$ cat config.mk
export PLATFORM = sky130hd
export DESIGN_NAME = snoop_inquire_ctrl
export DESIGN_NICKNAME = d
export VERILOG_FILES = /design/src/rtl/snp_pkg.sv /design/src/rtl/snp_own_fsm.sv /design/src/rtl/snp_strobe_gate.sv /design/src/rtl/snp_tag_table.sv /design/src/rtl/snp_resp.sv /design/src/rtl/snoop_inquire_ctrl.sv
export SDC_FILE = /design/constraint.sdc
export NUM_CORES = 1
export LEC_CHECK = 0
export BUFFER_PORTS_ARGS = -buffer_cell sky130_fd_sc_hd__buf_2
export CAP_MARGIN = 20
export CORE_AREA = 2 2 171 173
export CTS_CLUSTER_SIZE = 12
export DETAILED_ROUTE_END_ITERATION = 12
export DIE_AREA = 0 0 173 175
export PLACE_DENSITY = 0.75
export RECOVER_POWER = 25
export REMOVE_ABC_BUFFERS = 1
export SLEW_MARGIN = 5
export SYNTH_ARGS = -nofsm -noshare
export SYNTH_HDL_FRONTEND = slang
export SYNTH_SLANG_ARGS = --single-unit
$ cat constraint.sdc
create_clock -name clk -period 4.84 [get_ports clk]
set_input_delay 0.242 -clock clk [delete_from_list [all_inputs] [get_ports clk]]
set_output_delay 0.242 -clock clk [all_outputs]
set_load 0.01 [all_outputs]
$ cat src/rtl/snp_pkg.sv
package snp_pkg;

    typedef enum logic [1:0] {
        LS_INV = 2'd0,
        LS_SHR = 2'd1,
        LS_EXC = 2'd2,
        LS_MOD = 2'd3
    } line_state_t;

    typedef enum logic [1:0] {
        OWN_CPU    = 2'd0,
        OWN_SETTLE = 2'd1,
        OWN_OPEN   = 2'd2
    } own_state_t;

    typedef enum logic [1:0] {
        RSP_MISS  = 2'd0,
        RSP_CLEAN = 2'd1,
        RSP_DIRTY = 2'd2
    } rsp_state_t;

endpackage

$ cat src/rtl/snp_own_fsm.sv
module snp_own_fsm
    import snp_pkg::*;
(
    input  logic clk,
    input  logic rst,
    input  logic addr_hold,
    input  logic backoff,
    input  logic hold_req,
    input  logic own_bus_drive,
    output logic grant_ack,
    output logic window_open
);

    own_state_t st_q, st_d;
    logic       grant_q;
    logic       seize, keep;

    assign seize = addr_hold | backoff | (hold_req & ~own_bus_drive);
    assign keep  = addr_hold | backoff | (hold_req & grant_q);

    always_ff @(posedge clk) begin
        if (rst) begin
            st_q    <= OWN_CPU;
            grant_q <= 1'b0;
        end else begin
            st_q    <= st_d;
            grant_q <= hold_req & (grant_q | ~own_bus_drive);
        end
    end

    always_comb begin
        st_d = st_q;
        unique case (st_q)
            OWN_CPU:    st_d = seize ? OWN_SETTLE : OWN_CPU;
            OWN_SETTLE: st_d = keep  ? OWN_OPEN   : OWN_CPU;
            OWN_OPEN:   st_d = keep  ? OWN_OPEN   : OWN_CPU;
            default:    st_d = OWN_CPU;
        endcase
    end

    always_comb begin
        grant_ack   = grant_q;
        window_open = (st_q == OWN_OPEN) & keep;
    end


    grant_drop_chk: assert property (@(posedge clk) disable iff (rst)
        (grant_ack && !hold_req) |=> !grant_ack);


    grant_rise_chk: assert property (@(posedge clk) disable iff (rst)
        $rose(grant_ack) |-> $past(hold_req && !own_bus_drive));


    open_delay_chk: assert property (@(posedge clk) disable iff (rst)
        window_open |-> $past(st_q) != OWN_CPU);

endmodule

$ cat src/rtl/snp_strobe_gate.sv
module snp_strobe_gate #(
    parameter int LAG = 2
) (
    input  logic clk,
    input  logic rst,
    input  logic window_open,
    input  logic inq_strobe,
    input  logic own_strobe,
    input  logic own_bus_drive,
    input  logic dirty_hit_n,
    output logic accept
);

    logic           acc_q;
    logic [LAG-1:0] os_hist;

    always_ff @(posedge clk) begin
        if (rst) begin
            acc_q   <= 1'b0;
            os_hist <= '0;
        end else begin
            acc_q   <= accept;
            os_hist <= {os_hist[LAG-2:0], own_strobe};
        end
    end

    assign accept = window_open & inq_strobe & ~acc_q & ~os_hist[LAG-1]
                  & ~own_bus_drive & dirty_hit_n;


    no_repeat_chk: assert property (@(posedge clk) disable iff (rst)
        accept |=> !accept);


    lag_block_chk: assert property (@(posedge clk) disable iff (rst)
        accept |-> !$past(own_strobe, 2));


    drive_block_chk: assert property (@(posedge clk) disable iff (rst)
        accept |-> !own_bus_drive);


    dirty_block_chk: assert property (@(posedge clk) disable iff (rst)
        accept |-> dirty_hit_n);

endmodule

$ cat src/rtl/snp_tag_table.sv
module snp_tag_table
    import snp_pkg::*;
#(
    parameter int ADDR_W  = 32,
    parameter int ENTRIES = 16,
    parameter int OFF_W   = 5
) (
    input  logic              clk,
    input  logic              rst,
    input  logic [ADDR_W-1:0] rd_addr,
    input  logic              load_en,
    input  logic [ADDR_W-1:0] load_addr,
    input  logic [1:0]        load_state,
    output logic              rd_hit,
    output logic              rd_dirty
);

    localparam int IDX_W = $clog2(ENTRIES);
    localparam int TAG_W = ADDR_W - OFF_W - IDX_W;

    logic [TAG_W-1:0] tag_q [ENTRIES];
    line_state_t      st_q  [ENTRIES];

    logic [IDX_W-1:0] rd_idx, ld_idx;
    logic [TAG_W-1:0] rd_tag, ld_tag;
    logic             offset_unused;

    assign rd_idx = rd_addr[OFF_W +: IDX_W];
    assign rd_tag = rd_addr[ADDR_W-1 -: TAG_W];
    assign ld_idx = load_addr[OFF_W +: IDX_W];
    assign ld_tag = load_addr[ADDR_W-1 -: TAG_W];
    assign offset_unused = ^{rd_addr[OFF_W-1:0], load_addr[OFF_W-1:0]};

    always_ff @(posedge clk) begin
        if (rst) begin
            for (int i = 0; i < ENTRIES; i++) st_q[i] <= LS_INV;
        end else if (load_en) begin
            st_q[ld_idx] <= line_state_t'(load_state);
        end
    end

    always_ff @(posedge clk) begin
        if (load_en) tag_q[ld_idx] <= ld_tag;
    end

    always_comb begin
        rd_hit   = (st_q[rd_idx] != LS_INV) && (tag_q[rd_idx] == rd_tag);
        rd_dirty = rd_hit && (st_q[rd_idx] == LS_MOD);
    end

endmodule

$ cat src/rtl/snp_resp.sv
module snp_resp
    import snp_pkg::*;
(
    input  logic clk,
    input  logic rst,
    input  logic accept,
    input  logic look_hit,
    input  logic look_dirty,
    input  logic wb_done,
    output logic line_hit_n,
    output logic dirty_hit_n
);

    rsp_state_t st_q, st_d;

    always_ff @(posedge clk) begin
        if (rst) st_q <= RSP_MISS;
        else     st_q <= st_d;
    end

    always_comb begin
        st_d = st_q;
        if (accept) begin
            if (look_dirty)    st_d = RSP_DIRTY;
            else if (look_hit) st_d = RSP_CLEAN;
            else               st_d = RSP_MISS;
        end else begin
            unique case (st_q)
                RSP_MISS:  st_d = RSP_MISS;
                RSP_CLEAN: st_d = RSP_CLEAN;
                RSP_DIRTY: st_d = wb_done ? RSP_CLEAN : RSP_DIRTY;
                default:   st_d = RSP_MISS;
            endcase
        end
    end

    always_comb begin
        line_hit_n  = (st_q == RSP_MISS);
        dirty_hit_n = (st_q != RSP_DIRTY);
    end


    hitm_implies_hit_chk: assert property (@(posedge clk) disable iff (rst)
        !dirty_hit_n |-> !line_hit_n);


    wb_clear_chk: assert property (@(posedge clk) disable iff (rst)
        (wb_done && !accept) |=> (dirty_hit_n && $stable(line_hit_n)));

endmodule

$ cat src/rtl/snoop_inquire_ctrl.sv
module snoop_inquire_ctrl #(
    parameter int ADDR_W  = 32,
    parameter int ENTRIES = 16,
    parameter int OFF_W   = 5
) (
    input  logic              clk,
    input  logic              rst,
    input  logic              addr_hold,
    input  logic              backoff,
    input  logic              hold_req,
    input  logic              own_bus_drive,
    input  logic              own_strobe,
    input  logic              inq_strobe,
    input  logic [ADDR_W-1:0] inq_addr,
    input  logic              wb_done,
    input  logic              tload_en,
    input  logic [ADDR_W-1:0] tload_addr,
    input  logic [1:0]        tload_state,
    output logic              grant_ack,
    output logic              line_hit_n,
    output logic              dirty_hit_n
);

    logic window_open, accept, look_hit, look_dirty;

    snp_own_fsm u_own (
        .clk(clk), .rst(rst), .addr_hold(addr_hold), .backoff(backoff),
        .hold_req(hold_req), .own_bus_drive(own_bus_drive),
        .grant_ack(grant_ack), .window_open(window_open)
    );

    snp_strobe_gate #(.LAG(2)) u_gate (
        .clk(clk), .rst(rst), .window_open(window_open),
        .inq_strobe(inq_strobe), .own_strobe(own_strobe),
        .own_bus_drive(own_bus_drive), .dirty_hit_n(dirty_hit_n),
        .accept(accept)
    );

    snp_tag_table #(.ADDR_W(ADDR_W), .ENTRIES(ENTRIES), .OFF_W(OFF_W)) u_tab (
        .clk(clk), .rst(rst), .rd_addr(inq_addr), .load_en(tload_en),
        .load_addr(tload_addr), .load_state(tload_state),
        .rd_hit(look_hit), .rd_dirty(look_dirty)
    );

    snp_resp u_resp (
        .clk(clk), .rst(rst), .accept(accept), .look_hit(look_hit),
        .look_dirty(look_dirty), .wb_done(wb_done),
        .line_hit_n(line_hit_n), .dirty_hit_n(dirty_hit_n)
    );


    accept_needs_owner_chk: assert property (@(posedge clk) disable iff (rst)
        accept |-> (addr_hold || backoff || (hold_req && grant_ack)));


    reset_out_chk: assert property (@(posedge clk)
        $past(rst) |-> (!grant_ack && line_hit_n && dirty_hit_n));

endmodule

== Word level (Yosys, flattened, before mapping) ==
Memories as Yosys holds them, arrays and structs flattened.
Index checks and enable logic that the tools add are counted.
Word-level totals
  RAM bits: 400
  bits in registers: 8
  input bits: 76
  output and inout bits: 3
  memories kept: 2
  logic and storage cells: 54
Cells by class
  reduce and logical (&&, ||, !) cells: 7
  bitwise gates (word level): 16
  equality and inequality tests: 7
  muxes and demuxes: 17
Memory list
  u_tab.tag_q: words 16, bits a word 23, rd ports 1, clocked after memory_dff 0, wr ports 1, line snp_tag_table.sv:21  | logic [TAG_W-1:0] tag_q [ENTRIES];
  u_tab.st_q: words 16, bits a word 2, rd ports 1, clocked after memory_dff 0, wr ports 16, line snp_tag_table.sv:22  | line_state_t st_q [ENTRIES];
Operators with widths (count)
  equality test 23 bit: 1
  2-to-1 mux 2 bit: 5
  AND 1 bit: 9
  2-to-1 mux 1 bit: 9
  case mux 2 bit (2 select lines): 2
  equality test 2 bit, second input constant: 3
  equality test 2 x 1 -> 1 bit, second input constant: 2
  zero test 2 bit: 2
  2-to-1 mux 4 bit: 1
  OR 1 bit: 4
  OR reduction 2 bit: 2
  NOT 1 bit: 3
  logical AND 1 bit: 2
  != test 2 bit, second input constant: 1
  nonzero test 2 bit: 1

== Depth between registers and ports, before layout ==
  word-level depth: 9
  gate-level depth with buffers: 12
  mapped depth without buffers: 10

== Modules after synthesis ==
From an unflattened synthesis, not the netlist that was laid out.
Second synthesis, totals
  cells, all modules: 894
  area, all modules: 16848.7 µm²
By module, submodules not included
  snp_tag_table: seq. area each 12011.5 µm², area each 16447.0 µm², instances 1, cells an instance 855
  snp_own_fsm: seq. area each 60.1 µm², area each 160.2 µm², instances 1, cells an instance 16
  snp_resp: seq. area each 40.0 µm², area each 135.1 µm², instances 1, cells an instance 15
  snp_strobe_gate: seq. area each 60.1 µm², area each 106.4 µm², instances 1, cells an instance 8

== Worst setup path before layout ==
OpenSTA, ideal clock, no wires.
  kind: in2reg
  from: in tload_addr[5]
  to: mem u_tab.tag_q[12][0] in the netlist's numbering, enable pin
  library setup time: 403 ps
  arrival: 1861 ps
  slack: 2576 ps
  cell stages on the path: 4
  required time: 4437 ps
  path buffers: 2
  cells stage by stage: clkbuf_1 or2_2 clkbuf_1 nor2_1
RTL lines
  start: declaration: line snoop_inquire_ctrl.sv:17  | input logic [ADDR_W-1:0] tload_addr,
  end: declaration: line snp_tag_table.sv:21
Straight into the memory's write port.

== Worst setup path after layout ==
  from: reg u_resp.st_q[0]
  to: reg u_resp.st_q[1]
Between the ends
  cells in the longest elaborated chain, start to end: 3
Ends and longest elaborated chain
  start: declaration: line snp_resp.sv:14  | rsp_state_t st_q, st_d;
  start signal: assignment: line snp_resp.sv:18  | else st_q <= st_d;
  equality test 2 bit (tied with other cells): line snp_resp.sv:28  | unique case (st_q)
  case mux 2 bit (2 select lines) / AND 1 bit (equally long branches): line snp_resp.sv:28, snp_strobe_gate.sv:28
  2-to-1 mux 2 bit *: line snp_resp.sv:23  | if (accept) begin
Mark *: on every way between the ends. The rest lies on a longest branch, timed or not.
A chain may end at the register's enable or synchronous reset.

==> impl_metrics.prom <==
# TYPE chip_impl_metric gauge
chip_impl_info{name="status",value="finished, final reports clean"} 1
chip_impl_metric{name="final_cell_area",unit="um2"} 18700
chip_impl_info{name="grt_setup_unrepaired",value="no"} 1
chip_impl_metric{name="syn_inst",unit=""} 899
chip_impl_metric{name="wl",unit="um"} 36500
chip_impl_metric{name="min_period",unit="ns"} 2.88
chip_impl_metric{name="synth.cell_area",unit="um2"} 16700
chip_impl_metric{name="power.clock.fraction",unit=""} 0.387
chip_impl_metric{name="comb_power_share",unit=""} 0.067
chip_impl_metric{name="grt.overflow.total",unit=""} 0
chip_impl_metric{name="finish.net_count",unit=""} 1065
chip_impl_metric{name="relSlewSlack",unit=""} 0.214
chip_impl_metric{name="floorplan.core_area",unit="um2"} 28400
chip_impl_metric{name="cp.required",unit="ns"} 5.29
chip_impl_metric{name="final.fill_count",unit=""} 1946
chip_impl_metric{name="power.leakage",unit="nW"} 6.11
chip_impl_metric{name="cts_buffer_depth",unit=""} 3
chip_impl_info{name="cts-root-buf",value="clkbuf_16"} 1
chip_impl_info{name="worst_setup_path_start_kind",value="flop"} 1
chip_impl_metric{name="ctsHtreeMaxLevel",unit=""} 2
chip_impl_info{name="endpoint_kind",value="flop"} 1
chip_impl_info{name="critical_path.slowest_cell",value="nor4b_1"} 1
chip_impl_metric{name="slowest_delay",unit="ns"} 0.62
chip_impl_info{name="layout_common_cells",value="edfxtp_1, mux2i_1, mux4_2"} 1
chip_impl_metric{name="maxCapViolations",unit=""} 0
chip_impl_metric{name="first_iter_violations",unit=""} 1102
chip_impl_metric{name="synth_warnings",unit=""} 0
chip_impl_metric{name="power_switching",unit="W"} 0.00154
chip_impl_metric{name="total_of_endpoints_with_negative_setup_slack_in_the_final_report",unit=""} 0
chip_impl_metric{name="sw_frac_of_total",unit=""} 0.211
chip_impl_metric{name="ir_drop",unit="uV"} 308
chip_impl_metric{name="first_global_vias",unit=""} 8758
chip_impl_metric{name="wire_length_of_the_first_global_routing_pass",unit="um"} 53800
chip_impl_metric{name="placement.cell_area",unit="um2"} 17500
chip_impl_info{name="synth_top_flop_cell",value="edfxtp_1"} 1
chip_impl_info{name="cells_along_the_critical_path",value="inv_1 > ha_1 > or4bb_1 > nor4b_1 > o31ai_1 > a211oi_1 > o221ai_1 > nor4_2 > nand4_1 > o21ai_1"} 1
chip_impl_metric{name="post-route-drc-count",unit=""} 0
chip_impl_metric{name="synth_seq_area_share",unit=""} 0.727
chip_impl_metric{name="number_of_cts_inserted_buffers",unit=""} 42
chip_impl_metric{name="cts_resized",unit=""} 0
chip_impl_metric{name="slew_viol_final",unit=""} 0
chip_impl_metric{name="timing.critical_path.fanout_max",unit=""} 3
chip_impl_info{name="worstHoldPathType",value="in -> reg"} 1
chip_impl_metric{name="maxClockFrequency",unit="GHz"} 0.347
chip_impl_metric{name="avgSynthCellArea",unit="um2"} 18.6
chip_impl_metric{name="io_pins",unit=""} 79
chip_impl_info{name="timing.setup.critical_path_class",value="reg -> reg"} 1
chip_impl_info{name="commonest_non_fill_non_tap_cell_in_the_layout",value="edfxtp_1"} 1
chip_impl_metric{name="gr-usage-all-layers",unit=""} 0.243
chip_impl_metric{name="avgViaCountPerCell",unit=""} 6.28
chip_impl_metric{name="grt_antenna_before_repair",unit=""} 1
chip_impl_info{name="tritoncts_clock_tree",value="built"} 1
chip_impl_metric{name="powerDensity",unit="nW/um2"} 391
chip_impl_metric{name="post_cts.repair.setup_buffers",unit=""} 0
chip_impl_metric{name="routed_wire_length_per_instance",unit="um"} 26.3
chip_impl_metric{name="buffer_ports.inserted",unit=""} 68
chip_impl_metric{name="rows",unit=""} 62
chip_impl_metric{name="initial_core_util",unit=""} 0.590
chip_impl_metric{name="die_area",unit="um2"} 30300
chip_impl_metric{name="clock_latency",unit="ns"} 0.53
chip_impl_metric{name="cts.hold.buffers_added",unit=""} 2
chip_impl_metric{name="place.gp.congestion",unit=""} 0.845
chip_impl_metric{name="clkSlewWorstSetupHoldPaths",unit="ns"} 0.06
chip_impl_metric{name="fin_total_pwr",unit="W"} 0.00731
chip_impl_metric{name="detail-route-antenna-nets",unit=""} 0
chip_impl_metric{name="die-width",unit="um"} 173
chip_impl_metric{name="synth.lib_cells_used.distinct",unit=""} 57
chip_impl_metric{name="final_min_period_over_clock_period",unit=""} 0.596
chip_impl_metric{name="first_pass_iters",unit=""} 5
chip_impl_metric{name="totalNegativeSetupSlack",unit="ns"} 0
chip_impl_metric{name="hold_violations",unit=""} 0
chip_impl_metric{name="p_int",unit="W"} 0.00577
chip_impl_metric{name="worstMarginPinSlew",unit="ns"} 1.18
chip_impl_metric{name="synthArstFlopShare",unit=""} 0
chip_impl_metric{name="seq_power_share",unit=""} 0.546
chip_impl_metric{name="dp_hpwl",unit="um"} 20200
chip_impl_metric{name="number_of_enable_flip_flop_cells_after_synthesis",unit=""} 400
chip_impl_metric{name="synth_seq_cells",unit=""} 408
chip_impl_metric{name="grt_start_max_net_pins",unit=""} 44
chip_impl_metric{name="cp_data_arrival_time",unit="ns"} 3.34
chip_impl_metric{name="finClkSkew",unit="ns"} 0.00602
chip_impl_metric{name="synthToLayoutAreaGrowth",unit="%"} 11.7
chip_impl_metric{name="numClockSinks",unit=""} 408
chip_impl_metric{name="layout-drive-gt1-share",unit=""} 0.210
chip_impl_metric{name="die_h",unit="um"} 175
chip_impl_metric{name="routed_vias",unit=""} 8713
## layout make-up
type                       count  area, um2  area share
antenna                        1       2.50    0.000134
clock buffer                  54       1120      0.0598
clock inverter                 9       48.8     0.00261
inverter                      14       52.6     0.00281
multi-input combinational    437       4370       0.234
sequential                   408      12200       0.651
tap                          384        480      0.0257
timing repair buffer          80        458      0.0245
## per-stage QoR
stage / utilization / cells / worst slack, ns / hold slack (ns)
global route: 0.658 / 1386 / 1.82 / 0.0116
detailed placement: 0.617 / 1320 / 1.49 / 0.447
CTS: 0.658 / 1385 / 2.01 / 0.00151
global placement: 0.617 / 1320 / 1.50 / 0.430
finish: 0.659 / 1387 / 1.96 / 0.00515
floorplan: - / 859 / 2.62 / 0.314
## worst paths after layout
check	endpoint	slack (ns)	depth (start not counted)	from
min reg2reg	u_gate.os_hist[1]	0.45	1	u_gate.os_hist[0]
max reg2reg	u_resp.st_q[1]	1.96	10	u_resp.st_q[0]
min	u_gate.os_hist[0]	0.005	2	rst
max	u_resp.st_q[1]	1.96	10	u_resp.st_q[0]
## power groups by stage
stage               Clock [W]  Sequential (W)  Combinational [W]
global route          0.00299         0.00399           0.000525
floorplan                   0         0.00405           0.000255
detailed placement          0         0.00406           0.000488
CTS                   0.00286         0.00399           0.000491
finish                0.00283         0.00399           0.000490
global placement            0         0.00405           0.000478
## cells by family after synthesis
family          count (synthesis)  share of synthesized area
compound gates                 83                     0.0339
simple gates                  156                     0.0441
fa+ha+maj                       6                    0.00448
xor+xnor                       36                     0.0188
flops                         408                      0.727
buf+inv                        54                     0.0194
mux                           156                      0.152
## critical path, delay by kind of cell (launching register included)
family	cells	cell delay, ns
compound gates	4	0.71
fa+ha+maj	1	0.22
buf+inv	1	0.07
flops	1	0.33
simple gates	4	1.49
## Yosys cell counts, types with 5 or more instances
cell | n | area share
dfxtp_1 | 8 | 0.0096
mux2_2 | 9 | 0.0061
a221oi_1 | 9 | 0.0047
edfxtp_1 | 400 | 0.72
clkbuf_1 | 9 | 0.0020
xor2_1 | 13 | 0.0068
buf_4 | 17 | 0.0076
inv_1 | 13 | 0.0029
nor2_1 | 61 | 0.014
a211oi_1 | 7 | 0.0031
a21oi_1 | 6 | 0.0018
ha_1 | 6 | 0.0045
mux4_1 | 7 | 0.011
nand2b_1 | 5 | 0.0019
nand2_1 | 39 | 0.0087
mux2i_1 | 71 | 0.042
nand3_1 | 11 | 0.0033
nor2b_1 | 14 | 0.0052
xnor2_1 | 23 | 0.012
o22ai_1 | 5 | 0.0019
mux4_2 | 69 | 0.093
o21ai_0 | 25 | 0.0075
buf_2 | 9 | 0.0027
nor3_1 | 5 | 0.0015
## routing by layer
metal	wire, um	global-route usage	vias to the layer above
li1	-	-	3773
met3	2560	0.0361	82
met2	18000	0.403	407
met1	15000	0.340	4451
met4	992	0.0749	0
met5	0	0	-
## flip-flops by register name, summed over array words and instances, names as in the netlist
register,count
u_gate.acc_q,1
u_tab.st_q,32
u_own.st_q,2
u_own.grant_ack,1
u_tab.tag_q,368
u_resp.st_q,2
u_gate.os_hist,2
No activity file was read; power rests on OpenSTA's default activity.
